### src/rtl/repl_pkg.sv
package repl_pkg;
  localparam int unsigned SEL_W     = 32;
  localparam int unsigned MC_BIT    = 31;
  localparam int unsigned GRP_LSB   = 24;
  localparam int unsigned INST_LSB  = 16;
  localparam int unsigned FIELD_W   = 4;

  typedef struct packed {
    logic               mc;
    logic [FIELD_W-1:0] grp;
    logic [FIELD_W-1:0] inst;
  } steer_t;

  function automatic steer_t unpack_sel(input logic [SEL_W-1:0] w);
    steer_t s;
    s.mc   = w[MC_BIT];
    s.grp  = w[GRP_LSB +: FIELD_W];
    s.inst = w[INST_LSB +: FIELD_W];
    return s;
  endfunction

  function automatic logic [SEL_W-1:0] pack_sel(input steer_t s);
    logic [SEL_W-1:0] w;
    w = '0;
    w[MC_BIT]              = s.mc;
    w[GRP_LSB +: FIELD_W]  = s.grp;
    w[INST_LSB +: FIELD_W] = s.inst;
    return w;
  endfunction

  function automatic int unsigned flat_idx(input int unsigned g, input int unsigned i,
                                           input int unsigned per_grp);
    return g * per_grp + i;
  endfunction
endpackage

### src/rtl/steer_decode.sv
module steer_decode
  import repl_pkg::*;
#(
  parameter int unsigned NUM_COPIES     = 12,
  parameter int unsigned INST_PER_GROUP = 4,
  localparam int unsigned IDX_W = (NUM_COPIES > 1) ? $clog2(NUM_COPIES) : 1
) (
  input  logic                  clk,
  input  logic                  rst_n,
  input  logic                  sel_wr,
  input  logic [SEL_W-1:0]      wdata,
  input  logic [NUM_COPIES-1:0] avail,
  output steer_t                sel_q,
  output logic [IDX_W-1:0]      idx,
  output logic                  term
);
  int unsigned flat;
  logic        in_range;

  always_ff @(posedge clk or negedge rst_n) begin
    if (!rst_n) begin
      sel_q.mc   <= 1'b1;
      sel_q.grp  <= '0;
      sel_q.inst <= '0;
    end else if (sel_wr) begin
      sel_q <= unpack_sel(wdata);
    end
  end

  always_comb begin
    flat     = flat_idx(int'(sel_q.grp), int'(sel_q.inst), INST_PER_GROUP);
    in_range = (int'(sel_q.inst) < INST_PER_GROUP) && (flat < NUM_COPIES);
    idx      = in_range ? IDX_W'(flat) : '0;
    term     = !in_range || !avail[idx];
  end


  sel_load_chk: assert property (@(posedge clk) disable iff (!rst_n)
    sel_wr |=> (sel_q.mc == $past(wdata[MC_BIT]) &&
                sel_q.grp == $past(wdata[GRP_LSB +: FIELD_W]) &&
                sel_q.inst == $past(wdata[INST_LSB +: FIELD_W])));

  sel_hold_chk: assert property (@(posedge clk) disable iff (!rst_n)
    !sel_wr |=> $stable(sel_q));
endmodule

### src/rtl/copy_store.sv
module copy_store #(
  parameter int unsigned NUM_COPIES = 12,
  parameter int unsigned DATA_W     = 32,
  localparam int unsigned IDX_W = (NUM_COPIES > 1) ? $clog2(NUM_COPIES) : 1
) (
  input  logic                                 clk,
  input  logic                                 rst_n,
  input  logic                                 wr_all,
  input  logic                                 wr_one,
  input  logic [IDX_W-1:0]                     idx,
  input  logic [DATA_W-1:0]                    wdata,
  input  logic [NUM_COPIES-1:0]                avail,
  output logic [NUM_COPIES-1:0][DATA_W-1:0]    q
);
  for (genvar k = 0; k < NUM_COPIES; k++) begin : g_copy
    logic load;
    assign load = avail[k] && (wr_all || (wr_one && idx == IDX_W'(k)));

    always_ff @(posedge clk or negedge rst_n) begin
      if (!rst_n)    q[k] <= '0;
      else if (load) q[k] <= wdata;
    end


    mc_fill_chk: assert property (@(posedge clk) disable iff (!rst_n)
      (wr_all && avail[k]) |=> q[k] == $past(wdata));

    fenced_copy_chk: assert property (@(posedge clk) disable iff (!rst_n)
      !avail[k] |=> $stable(q[k]));
  end
endmodule

### src/rtl/repl_reg_bank.sv
module repl_reg_bank
  import repl_pkg::*;
#(
  parameter int unsigned DATA_W         = 32,
  parameter int unsigned ADDR_W         = 16,
  parameter int unsigned NUM_COPIES     = 12,
  parameter int unsigned INST_PER_GROUP = 4,
  parameter logic [ADDR_W-1:0] SHARED_ADDR = 16'h0B10,
  parameter logic [ADDR_W-1:0] SEL_ADDR    = 16'h0FD0,
  localparam int unsigned IDX_W = (NUM_COPIES > 1) ? $clog2(NUM_COPIES) : 1
) (
  input  logic                  clk,
  input  logic                  rst_n,
  input  logic                  req_valid,
  output logic                  req_ready,
  input  logic                  req_write,
  input  logic [ADDR_W-1:0]     req_addr,
  input  logic [DATA_W-1:0]     req_wdata,
  input  logic [NUM_COPIES-1:0] avail_mask,
  output logic                  rsp_valid,
  output logic [DATA_W-1:0]     rsp_rdata
);
  steer_t                           sel_q;
  logic [IDX_W-1:0]                 idx;
  logic                             term;
  logic [NUM_COPIES-1:0][DATA_W-1:0] copies;
  logic [DATA_W-1:0]                rd_next;

  // named events
  logic hit_shr, hit_sel, rd_ev, sel_wr_ev, mc_wr_ev, uc_wr_ev, uc_drop_ev;

  assign req_ready  = 1'b1;
  assign hit_shr    = (req_addr == SHARED_ADDR);
  assign hit_sel    = (req_addr == SEL_ADDR);
  assign rd_ev      = req_valid && !req_write;
  assign sel_wr_ev  = req_valid && req_write && hit_sel;
  assign mc_wr_ev   = req_valid && req_write && hit_shr && sel_q.mc;
  assign uc_wr_ev   = req_valid && req_write && hit_shr && !sel_q.mc && !term;
  assign uc_drop_ev = req_valid && req_write && hit_shr && !sel_q.mc && term;

  steer_decode #(
    .NUM_COPIES(NUM_COPIES), .INST_PER_GROUP(INST_PER_GROUP)
  ) u_steer (
    .clk(clk), .rst_n(rst_n), .sel_wr(sel_wr_ev), .wdata(req_wdata[SEL_W-1:0]),
    .avail(avail_mask), .sel_q(sel_q), .idx(idx), .term(term)
  );

  copy_store #(
    .NUM_COPIES(NUM_COPIES), .DATA_W(DATA_W)
  ) u_store (
    .clk(clk), .rst_n(rst_n), .wr_all(mc_wr_ev), .wr_one(uc_wr_ev), .idx(idx),
    .wdata(req_wdata), .avail(avail_mask), .q(copies)
  );

  always_comb begin
    if (hit_shr)      rd_next = term ? '0 : copies[idx];
    else if (hit_sel) rd_next = DATA_W'(pack_sel(sel_q));
    else              rd_next = '0;
  end

  always_ff @(posedge clk or negedge rst_n) begin
    if (!rst_n) begin
      rsp_valid <= 1'b0;
      rsp_rdata <= '0;
    end else begin
      rsp_valid <= rd_ev;
      if (rd_ev) rsp_rdata <= rd_next;
    end
  end


  rd_lat_chk: assert property (@(posedge clk) disable iff (!rst_n)
    rd_ev |=> rsp_valid);

  rsp_only_rd_chk: assert property (@(posedge clk) disable iff (!rst_n)
    !rd_ev |=> !rsp_valid);

  term_zero_chk: assert property (@(posedge clk) disable iff (!rst_n)
    (rd_ev && hit_shr && term) |=> rsp_rdata == '0);

  steered_rd_chk: assert property (@(posedge clk) disable iff (!rst_n)
    (rd_ev && hit_shr && !term) |=> rsp_rdata == $past(copies[idx]));

  uc_drop_chk: assert property (@(posedge clk) disable iff (!rst_n)
    uc_drop_ev |=> $stable(copies));

  stray_wr_chk: assert property (@(posedge clk) disable iff (!rst_n)
    (req_valid && req_write && !hit_shr && !hit_sel) |=> ($stable(copies) && $stable(sel_q)));
endmodule

### config.mk
export PLATFORM = sky130hd
export DESIGN_NAME = repl_reg_bank
export DESIGN_NICKNAME = d
export VERILOG_FILES = /design/src/rtl/repl_pkg.sv /design/src/rtl/steer_decode.sv /design/src/rtl/copy_store.sv /design/src/rtl/repl_reg_bank.sv
export SDC_FILE = /design/constraint.sdc
export NUM_CORES = 1
export LEC_CHECK = 0
export ABC_CLOCK_PERIOD_IN_PS = 6000
export CAP_MARGIN = 20
export CELL_PAD_IN_SITES_DETAIL_PLACEMENT = 0
export CELL_PAD_IN_SITES_GLOBAL_PLACEMENT = 2
export CORE_MARGIN = 2
export CORE_UTILIZATION = 46
export CTS_CLUSTER_SIZE = 16
export DETAILED_ROUTE_END_ITERATION = 6
export PLACE_DENSITY_LB_ADDON = 0.1
export SLEW_MARGIN = 20
export SYNTH_ARGS = -nofsm -noshare
export SYNTH_HDL_FRONTEND = slang
export SYNTH_SLANG_ARGS = --single-unit
### constraint.sdc
create_clock -name clk -period 6 [get_ports clk]
set_input_delay 1.2 -clock clk [delete_from_list [all_inputs] [get_ports clk]]
set_output_delay 1.2 -clock clk [all_outputs]
set_load 0.03 [all_outputs]
==> results.md <==
- Status: finished, final reports clean
- Gates resized, CTS repair: 0
- Kind of critical path: flop to flop
- Via density: 5.96
- Global-route usage over all layers: 25.3%
- Skew-Pair Late Insertion Delay: 0.58 ns
- Remaining global-route overflow: 0
- Synth area leaders: dfrtp_1 (52%), mux2_2 (20%), mux2i_1 (3.1%), o21ai_0 (2.3%), mux2_1 (2.2%)
- Clk_skew: 0.0199 ns
- Routed WL per cell: 24.8 um
- Crit path max fanout: 23
- Period minus WS final: 4.98 ns
- Sequential area share after synthesis: 52.3%
- Number of synthesized flops with an enable pin: 0
- Synth top area share: 52.2%
- Initial DRC Count: roughly 880
- CTS max path bufs: 3
- Peak supply drop: between 200 and 250 uV
- CTS tree: yes
- Synth area leader: dfrtp_1
- Synth unique cells: 71
- Pwr/cell area: 252 mW/mm2
- Sink Count: 426
- H-tree depth reported by CTS: 2
- Synth Register Bits: 426
- Design area: 0.0234 mm2
- # DRC: 0
- Critical-path cell list: ha_1 > fa_1 > a211oi_2 > and3_1 > nand3_2 > nor3_1 > a21oi_1 > nand2b_2 > buf_4 > mux2_1
- CP required: 6.45 ns
- Largest net degree at the start of global routing: roughly 120
- First-pass GRT wire length: 89400 um
- Vias in the first global route: about 14000
- Total power draw: 5.91 mW
- Hold-fix buffers, CTS: 0
- Post-synth top cells: dfrtp_1 (425), mux2_2 (359), clkbuf_1 (107)
- Post-synthesis net count: roughly 1700
- Number of setup buffers added after CTS: 0
- Rel. slew slack: 27.1%
- Die W: 215 um
- Data arrival time of the critical path: 5.43 ns
- Initial antenna violation count: 2
- Static leakage: 10.5 nW
- Initial Util: 46.4%
- Max Freq: 0.201 GHz
- Worst setup SP type: flop
- Ratio of cells with drive above 1 in the final layout: 30.2%
- Die Area: 0.0460 mm2
- Crit end category: flop
- Synthesized area: slightly above 0.02 mm2
- Root Buffer: clkbuf_16
- 1st-pass router iterations: 7
- CTS Buf Count: 48
- Area grow syn2layout: 15.0%
- DP Area: between 0.02 and 0.025 mm2
- Dpl cells: around 2200
- Antenna viol nets, final: 0
- Net count, final: roughly 1800
- Setup TNS: 0 ns
- Row Count: 77
- GPL Wtd Cong: 0.808
- Ys flop type: dfrtp_1
- Slew Viols, Final: 0
- Crit share post-route: 83.1%
- Final Util: 53.4%
- Final Hold Violating Endpoints: 0
- Worst-margin pin slew: around 1.1 ns
- Placeable Area: 0.0439 mm2
- Total Wirelength: 57400 um
- DPL Wire Length: ~33000 um
- Max stage delay cell, worst path: fa_1
- Yosys warning count: 0
- Worst Hold Class: flop to flop
- RSZ-0062 raised after global routing: no
- # diodes: 0
- Async S/R FF share, synth: 100%
- Die H: 215 um
- IO buf count: 96
- Final Setup Violations: 0
- Via count: between 10000 and 15000
- Count leader, synth: dfrtp_1
- Non-filler instance count after layout: about 2300
- Delay of the slowest critical-path stage: 0.77 ns
- Num ports: a little under 100
- Total of max-cap violations: 0
- Mapped Cells: 1654
- Clock slew at reported path FFs: 0.06 ns
- Post-Syn Area per Cell: 12.3 um2
## sequential cells by signal (all words and copies together), names as in the netlist
signal         flops
u_steer.sel_q      9
rsp_valid          1
u_store.q        384
rsp_rdata         32
## cell type report
cell class	instances	area, um2
Fill cell	3799	20500
Inverter	27	101
Clock buffer	71	1390
Multi-Input combinational cell	1045	9080
Sequential cell	426	10700
Tap cell	592	741
Timing Repair Buffer	138	1360
Clock inverter	12	110
## critical path, delay by kind of cell (launching register included)
family                     cells  cell delay (ns)
muxes                          1             0.35
buffers and inverters          1             0.39
DFF                            1             0.41
AOI/OAI and AO/OA              2             0.48
and+or+nand+nor                4             2.20
adders and majority gates      2             1.01
## report_power, final
part	switching (mW)	total [mW]	internal, mW
logic	0.130	0.185	0.0544
clock network	1.17	2.85	1.68
registers	0.00165	2.88	2.88
## placed cells by master, fill, tap and decap left out, types with 7 or more instances in the layout
cell type / count
inv_1: 25
mux4_2: 9
nand3b_1: 18
clkbuf_1: 14
o21ai_4: 7
dfrtp_1: 423
a22oi_1: 21
mux2_1: 40
a211oi_1: 32
nand2b_1: 13
a2111oi_0: 9
clkdlybuf4s50_1: 95
a2111oi_2: 8
o21ai_0: 93
a22o_1: 17
clkinv_2: 10
or3_1: 7
mux2i_1: 63
nand4_1: 7
nor2b_1: 34
clkbuf_16: 49
mux2_2: 359
buf_4: 36
nor3_1: 22
o22ai_1: 38
nor2_1: 32
a221oi_1: 11
clkbuf_8: 8
nand3_1: 9
nor4b_1: 16
o221ai_1: 7
nand2_1: 50
a21oi_1: 52
## logic make-up (layout without fill, tap and decap cells)
logic type,after synthesis,in the layout,synth area share [%]
mux,471,471,26.1
flops,426,426,52.3
compound gates,332,332,11.0
simple gates,238,238,6.53
buf+inv,183,248,3.81
fa+ha+maj,3,3,0.221
other cells,1,1,0.0184
## final timing paths
kind                                              endpoint  depth (start not counted)                         start  slack (ns)
worst max-delay path            u_store.q[168]$_DFFE_PN0P_                         10  u_steer.sel_q[2]$_DFFE_PN0P_        1.02
worst min-delay path            u_store.q[284]$_DFFE_PN0P_                          1    u_store.q[284]$_DFFE_PN0P_        0.48
min in group asynchronous        rsp_rdata[24]$_DFFE_PN0P_                          1                         rst_n        0.58
worst max register to register  u_store.q[168]$_DFFE_PN0P_                         10  u_steer.sel_q[2]$_DFFE_PN0P_        1.02
max in group asynchronous       u_store.q[238]$_DFFE_PN0P_                          2                         rst_n        4.10
worst min register to register  u_store.q[284]$_DFFE_PN0P_                          1    u_store.q[284]$_DFFE_PN0P_        0.48
## per-layer routing
| metal | global-route usage, % | share of wire, % | vias up |
|---|---|---|---|
| met5 | 0 | 0.023 | - |
| met4 | 7.08 | 2.3 | 2 |
| met3 | 3.43 | 4.8 | 84 |
| met2 | 40.0 | 46 | 352 |
| met1 | 36.8 | 47 | 7168 |
| li1 | - | - | 6157 |
## per-stage QoR
step	hold WS, ns	worst slack (ns)
global route	0.501	0.798
CTS	0.487	1.04
global placement	0.462	1.10
detailed placement	0.475	1.07
finish	0.485	1.02
floorplan	0.453	2.47
(Power assumes the default switching activity.)
